### src/rtl/pwr_fault_pkg.sv
package pwr_fault_pkg;

    typedef struct packed {
        logic oc;
        logic ot;
        logic uv;
    } err_vec_t;

    typedef struct packed {
        err_vec_t err;
        logic     warn;
    } flag_t;

    typedef struct packed {
        logic b0;
        logic b1;
        logic shut_n;
    } status_t;

    localparam status_t ST_MULTI  = '{b0: 1'b0, b1: 1'b0, shut_n: 1'b0};
    localparam status_t ST_OT_ERR = '{b0: 1'b0, b1: 1'b1, shut_n: 1'b0};
    localparam status_t ST_OT_WRN = '{b0: 1'b0, b1: 1'b1, shut_n: 1'b1};
    localparam status_t ST_OC_ERR = '{b0: 1'b1, b1: 1'b0, shut_n: 1'b0};
    localparam status_t ST_UV_ERR = '{b0: 1'b1, b1: 1'b1, shut_n: 1'b0};
    localparam status_t ST_NORMAL = '{b0: 1'b1, b1: 1'b1, shut_n: 1'b1};

    function automatic logic any_err(input err_vec_t e);
        return e.oc | e.ot | e.uv;
    endfunction

endpackage

### src/rtl/pwr_flag_delay.sv
module pwr_flag_delay
    import pwr_fault_pkg::*;
#(
    parameter int DEPTH = 1
) (
    input  logic  clk,
    input  logic  rst_n,
    input  flag_t flg_i,
    output flag_t dly_o,
    output logic  inflight_o
);

    generate
        if (DEPTH == 0) begin : g_pass
            assign dly_o      = flg_i;
            assign inflight_o = 1'b0;
        end else begin : g_pipe
            flag_t stg_d [DEPTH];
            flag_t stg_q [DEPTH];
            logic  busy_d;

            always_comb begin
                stg_d[0] = flg_i;
                for (int i = 1; i < DEPTH; i++) begin
                    stg_d[i] = stg_q[i-1];
                end
                busy_d = 1'b0;
                for (int i = 0; i < DEPTH; i++) begin
                    busy_d = busy_d | any_err(stg_q[i].err);
                end
            end

            always_ff @(posedge clk or negedge rst_n) begin
                if (!rst_n) begin
                    for (int i = 0; i < DEPTH; i++) begin
                        stg_q[i] <= '0;
                    end
                end else begin
                    for (int i = 0; i < DEPTH; i++) begin
                        stg_q[i] <= stg_d[i];
                    end
                end
            end

            assign dly_o      = stg_q[DEPTH-1];
            assign inflight_o = busy_d;
        end
    endgenerate

endmodule

### src/rtl/pwr_fault_latch.sv
module pwr_fault_latch
    import pwr_fault_pkg::*;
(
    input  logic     clk,
    input  logic     rst_n,
    input  err_vec_t raw_err_i,
    input  flag_t    dly_i,
    input  logic     inflight_i,
    input  logic     chan_a_n_i,
    input  logic     chan_b_n_i,
    output err_vec_t lat_o,
    output logic     boot_o,
    output logic     warn_o,
    output logic     hold_o
);

    typedef struct packed {
        err_vec_t lat;
        logic     boot;
        logic     warn;
        logic     prev_a;
        logic     prev_b;
        logic     hold;
    } lstate_t;

    lstate_t st_d, st_q;
    logic    rise_d;
    logic    pend_d;

    always_comb begin
        rise_d = (!st_q.prev_a && chan_a_n_i) || (!st_q.prev_b && chan_b_n_i);
        pend_d = any_err(raw_err_i) | any_err(dly_i.err) | inflight_i;
        st_d   = st_q;
        if (rise_d && !pend_d) begin
            st_d.lat  = '0;
            st_d.boot = 1'b0;
        end
        st_d.lat    = st_d.lat | dly_i.err;
        st_d.warn   = dly_i.warn;
        st_d.prev_a = chan_a_n_i;
        st_d.prev_b = chan_b_n_i;
        st_d.hold   = !chan_a_n_i || !chan_b_n_i;
    end

    always_ff @(posedge clk or negedge rst_n) begin
        if (!rst_n) begin
            st_q.lat    <= '0;
            st_q.boot   <= 1'b1;
            st_q.warn   <= 1'b0;
            st_q.prev_a <= 1'b1;
            st_q.prev_b <= 1'b1;
            st_q.hold   <= 1'b0;
        end else begin
            st_q <= st_d;
        end
    end

    assign lat_o  = st_q.lat;
    assign boot_o = st_q.boot;
    assign warn_o = st_q.warn;
    assign hold_o = st_q.hold;

    // a delayed error flag is captured at the next edge
    p_set_latency_r4: assert property (@(posedge clk) disable iff (!rst_n)
        any_err(dly_i.err) |=> any_err(st_q.lat));

    // active fault keeps the latched state through any reset edge
    p_hold_while_active_r8: assert property (@(posedge clk) disable iff (!rst_n)
        (any_err(raw_err_i) && (any_err(st_q.lat) || st_q.boot))
        |=> (any_err(st_q.lat) || st_q.boot));

    // the power-up hold leaves only on a channel reset rising edge
    p_clear_on_rise_r7: assert property (@(posedge clk) disable iff (!rst_n)
        $fell(st_q.boot) |-> $past(rise_d));

endmodule

### src/rtl/pwr_status_enc.sv
module pwr_status_enc
    import pwr_fault_pkg::*;
(
    input  err_vec_t lat_i,
    input  logic     boot_i,
    input  logic     warn_i,
    input  logic     hold_i,
    output status_t  st_o,
    output logic     kill_o
);

    logic [1:0] n_err;

    always_comb begin
        n_err = 2'($countones(lat_i));
        if (hold_i) begin
            st_o = '{b0: !warn_i, b1: 1'b1, shut_n: 1'b1};
        end else if (boot_i || n_err > 2'd1) begin
            st_o = ST_MULTI;
        end else if (lat_i.oc) begin
            st_o = ST_OC_ERR;
        end else if (lat_i.ot) begin
            st_o = ST_OT_ERR;
        end else if (lat_i.uv) begin
            st_o = ST_UV_ERR;
        end else if (warn_i) begin
            st_o = ST_OT_WRN;
        end else begin
            st_o = ST_NORMAL;
        end
        kill_o = boot_i | any_err(lat_i);
    end

endmodule

### src/rtl/pwr_fault_ctl.sv
module pwr_fault_ctl
    import pwr_fault_pkg::*;
#(
    parameter int FLT_DELAY = 2
) (
    input  logic clk,
    input  logic rst_n,
    input  logic chan_a_rst_n,
    input  logic chan_b_rst_n,
    input  logic oc_flag,
    input  logic ot_err_flag,
    input  logic ot_warn_flag,
    input  logic uv_flag,
    output logic code_b0,
    output logic code_b1,
    output logic shut_n,
    output logic gate_kill
);

    localparam int PIPE_DEPTH = (FLT_DELAY > 1) ? FLT_DELAY - 1 : 0;

    flag_t    raw_flg;
    flag_t    dly_flg;
    logic     inflight;
    err_vec_t lat;
    logic     boot;
    logic     warn;
    logic     hold;
    status_t  st;
    logic     kill;

    always_comb begin
        raw_flg.err.oc = oc_flag;
        raw_flg.err.ot = ot_err_flag;
        raw_flg.err.uv = uv_flag;
        raw_flg.warn   = ot_warn_flag;
    end

    pwr_flag_delay #(.DEPTH(PIPE_DEPTH)) u_dly (
        .clk        (clk),
        .rst_n      (rst_n),
        .flg_i      (raw_flg),
        .dly_o      (dly_flg),
        .inflight_o (inflight)
    );

    pwr_fault_latch u_lat (
        .clk        (clk),
        .rst_n      (rst_n),
        .raw_err_i  (raw_flg.err),
        .dly_i      (dly_flg),
        .inflight_i (inflight),
        .chan_a_n_i (chan_a_rst_n),
        .chan_b_n_i (chan_b_rst_n),
        .lat_o      (lat),
        .boot_o     (boot),
        .warn_o     (warn),
        .hold_o     (hold)
    );

    pwr_status_enc u_enc (
        .lat_i  (lat),
        .boot_i (boot),
        .warn_i (warn),
        .hold_i (hold),
        .st_o   (st),
        .kill_o (kill)
    );

    assign code_b0   = st.b0;
    assign code_b1   = st.b1;
    assign shut_n    = st.shut_n;
    assign gate_kill = kill;

    // codes 001 and 101 never appear
    p_no_invalid_code_r3: assert property (@(posedge clk) disable iff (!rst_n)
        shut_n |-> code_b1);

    // outside a channel reset, shutdown mirrors the kill line
    p_shut_tracks_kill_r6: assert property (@(posedge clk) disable iff (!rst_n)
        ($past(chan_a_rst_n) && $past(chan_b_rst_n)) |-> (shut_n == !gate_kill));

    // inside a channel reset, shutdown is released
    p_release_in_reset_r6: assert property (@(posedge clk) disable iff (!rst_n)
        (!chan_a_rst_n || !chan_b_rst_n) |=> shut_n);

endmodule

### config.mk
export PLATFORM = sky130hd
export DESIGN_NAME = pwr_fault_ctl
export DESIGN_NICKNAME = d
export VERILOG_FILES = /design/src/rtl/pwr_fault_pkg.sv /design/src/rtl/pwr_flag_delay.sv /design/src/rtl/pwr_fault_latch.sv /design/src/rtl/pwr_status_enc.sv /design/src/rtl/pwr_fault_ctl.sv
export SDC_FILE = /design/constraint.sdc
export NUM_CORES = 1
export LEC_CHECK = 0
export BUFFER_PORTS_ARGS = -buffer_cell sky130_fd_sc_hd__buf_2
export CAP_MARGIN = 0
export CORE_AREA = 2 2 39 41
export DETAILED_ROUTE_END_ITERATION = 6
export DIE_AREA = 0 0 41 43
export PLACE_DENSITY = 0.67
export SETUP_SLACK_MARGIN = 0.3
export SLEW_MARGIN = 20
export SYNTH_ARGS = -nofsm -noshare
export SYNTH_HDL_FRONTEND = slang
export SYNTH_SLANG_ARGS = --single-unit
### constraint.sdc
create_clock -name clk -period 1.3 [get_ports clk]
set_input_delay 0.13 -clock clk [delete_from_list [all_inputs] [get_ports clk]]
set_output_delay 0.13 -clock clk [all_outputs]
set_load 0.05 [all_outputs]
==> out/metrics.cfg <==
[detailed_routing]
postRouteAntennaNets=0
drt_first_pass_iters=2
drcViolationCount=0
drt_iter0_drc=5
wire_per_inst_um=11.8
drt-vias-per-instance=4.66
via_count=373
drt-total-wl_um=947

[clock_tree]
cts_tree=done
insertion_delay_ns=0.26
cts_sinks=12
clk_pin_slew_worst_paths_ns=0.08
htree_levels=1
clockBufferDepth=2
clock-root-buffer=clkbuf_4
numCtsBuffers=3

[yosys]
synth.distinct_cells=16
synth_seq_cells=12
yosysTopAreaCellShare=0.495
synth.largest_area_cell=dfrtp_1
syn_area_per_cell_um2=12.7
ys_seq_area_frac=0.668
synth_cells=36
ys_top_cells_by_area=dfrtp_1 (49%), dfstp_2 (17%), inv_1 (4.1%)
netlist_area_um2=455
ys_warn_count=0
synth_nets=45

[sta]
fmax_mhz=556
tightest_slew_ns=0.460
setup_viol=8
finalHoldViolCount=0
slew_headroom=0.693
fin_ws_ns=-0.498
fin_crit_sh=1.38
hold-worst-slack_ns=0.0553
rsz0062_at_grt=true
drv_slew=0
clock_skew_ns=0.00315
fin_crit_ns=1.80

[global_route]
grt_pass1_wl_um=1470
grt_pass1_vias=380
groute.usage.overall=0.131
grt-ovfl-total=0
antenna_found_initial=0
grt_max_degree=13

[pwr]
intPower_mw=0.616
power_switching_mw=0.185
cellLeakagePower_nw=0.348
combPwrFrac=0.142
p_per_area_nw_per_um2=1020
seq_power_share=0.499
ir_drop_mv=0.716
p_sw_frac=0.231
p_clk_frac=0.359

[worst_setup_path]
cp_slowest_cell=or4_4
startpoint=u_lat.lat_o[0]$_DFF_PN0_
slowest_delay_ns=0.55
rr_startpoint=u_dly.dly_o[1]$_DFF_PN0_
endpoint_kind=primary output
cp-start-kind=flip-flop
crit_path_cell_trace=buf_6 > or4_4 > o21bai_4 > buf_8
worst-path-max-fanout=3
required_ns=1.17
crit_arrival_ns=1.67
reg2reg_depth=3
critical_path_class=flip-flop to primary output

[cells_and_area]
multi_input_area_um2=201
final-seq-area_um2=304
n_fill_cell=117
area_delta_synth_final_pct=72.8
final_net_count=74
antenna_cells=0
drive_gt1_frac=0.547

[floorplan]
die_h_um=43
num_rows=14
die_w_um=41
core_um2=1380
ios=12
die_area_um2=1760
floorplan.initialDensity=0.329

[worst_hold_path]
whs_path_depth=2
hp-class=primary input to flip-flop
holdCritStartpoint=chan_a_rst_n

[placement]
post-place-ws_ns=-0.309
io_buffers=11
hpwl_um=649
gp_congestion=0.709

[outcome]
failed_checks=setup timing
outcome=finished, violations left

[flow_run]
max-cap-violations=0

==> critical path, delay by kind of cell, from the launching register on <==
kind            cells  cell delay [ns]
compound gates      1             0.14
simple gates        1             0.55
flops               1             0.42
buf+inv             2             0.29
==> power by group through the flow <==
stage	clock network (mW)	registers [mW]	logic, mW
3_5_place_dp	0	0.406	0.0815
2_1_floorplan	0	0.404	0.0480
6_report	0.288	0.400	0.114
5_1_grt	0.319	0.401	0.123
4_1_cts	0.291	0.399	0.101
3_3_place_gp	0	0.405	0.0793
==> metal layers <==
layer	GRT usage	part of all wire
met1	0.138	0.38
met2	0.200	0.57
met3	0.0314	0.027
met4	0.120	0.020
met5	0	0
==> worst paths after layout <==
path,endpoint,slack [ns]
max in group asynchronous,u_lat.boot_o$_DFFE_PN1P_,0.77
hold / removal,u_lat.hold_o$_DFF_PN0_,0.06
min in group asynchronous,u_dly.dly_o[3]$_DFF_PN0_,0.26
setup / recovery,shut_n,-0.50
hold reg to reg,u_lat.warn_o$_DFF_PN0_,0.35
setup reg to reg,u_lat.lat_o[0]$_DFF_PN0_,-0.05
==> metrics by stage <==
stage / setup TNS, ns / area, µm² / utilization / cells / total power [mW]
final: -1.92 / 787 / 0.569 / 80 / 0.802
after CTS: -1.84 / 718 / 0.519 / 77 / 0.791
after detailed placement: -0.917 / 607 / 0.439 / 68 / 0.487
after global routing: -2.45 / 787 / 0.569 / 80 / 0.843
after floorplan: -0.521 / 494 / - / 36 / 0.452
after global placement: -0.821 / 607 / 0.439 / 68 / 0.485
==> placed cells by master, fill, tap and decap left out, types with 2 or more instances in the layout <==
master	instances
dfrtp_1	9
clkbuf_4	3
inv_1	5
or4_4	2
buf_4	5
dlygate4sd3_1	7
dfstp_2	3
nor2_1	3
a21oi_2	2
buf_8	2
buf_2	7
o22ai_1	2
buf_6	3
==> synth_stat cells <==
library cell  n
a211oi_1      1
a221oi_1      1
or4_1         1
nand2_1       1
or4_4         1
o22ai_1       2
a21oi_1       3
o21bai_1      1
dfstp_2       3
inv_1         5
a21o_1        1
a21boi_1      1
ha_1          1
nor2_1        4
dfrtp_1       9
nor3_4        1
==> cell families (layout without fill, tap and decap cells) <==
| kind of cell | count (synthesis) | after routing | share of synthesized area |
|---|---|---|---|
| DFF | 12 | 12 | 0.668 |
| AOI/OAI and AO/OA | 10 | 10 | 0.146 |
| and+or+nand+nor | 8 | 8 | 0.118 |
| buffers and inverters | 5 | 33 | 0.0412 |
| adders and majority gates | 1 | 1 | 0.0275 |
==> area by class of cell <==
cell class | count | share of cell area
Sequential cell | 12 | 0.386
Timing Repair Buffer | 24 | 0.262
Multi-Input combinational cell | 19 | 0.256
Inverter | 5 | 0.0238
Tap cell | 16 | 0.0254
Clock buffer | 4 | 0.0461
==> flip-flops by register name, summed over array words and instances (netlist names) <==
signal,count
u_lat.boot_o,1
u_dly.dly_o,4
u_lat.lat_o,3
u_lat.st_q,2
u_lat.warn_o,1
u_lat.hold_o,1
==> what timing repair did <==
item,4_1_cts,5_1_grt
gates resized for setup,8,8
hold endpoints to repair,16,2
setup buffers,0,1
setup endpoints to repair,8,8
pin swaps,0,2
hold buffers,5,2
No activity file was read; power rests on OpenSTA's default activity.
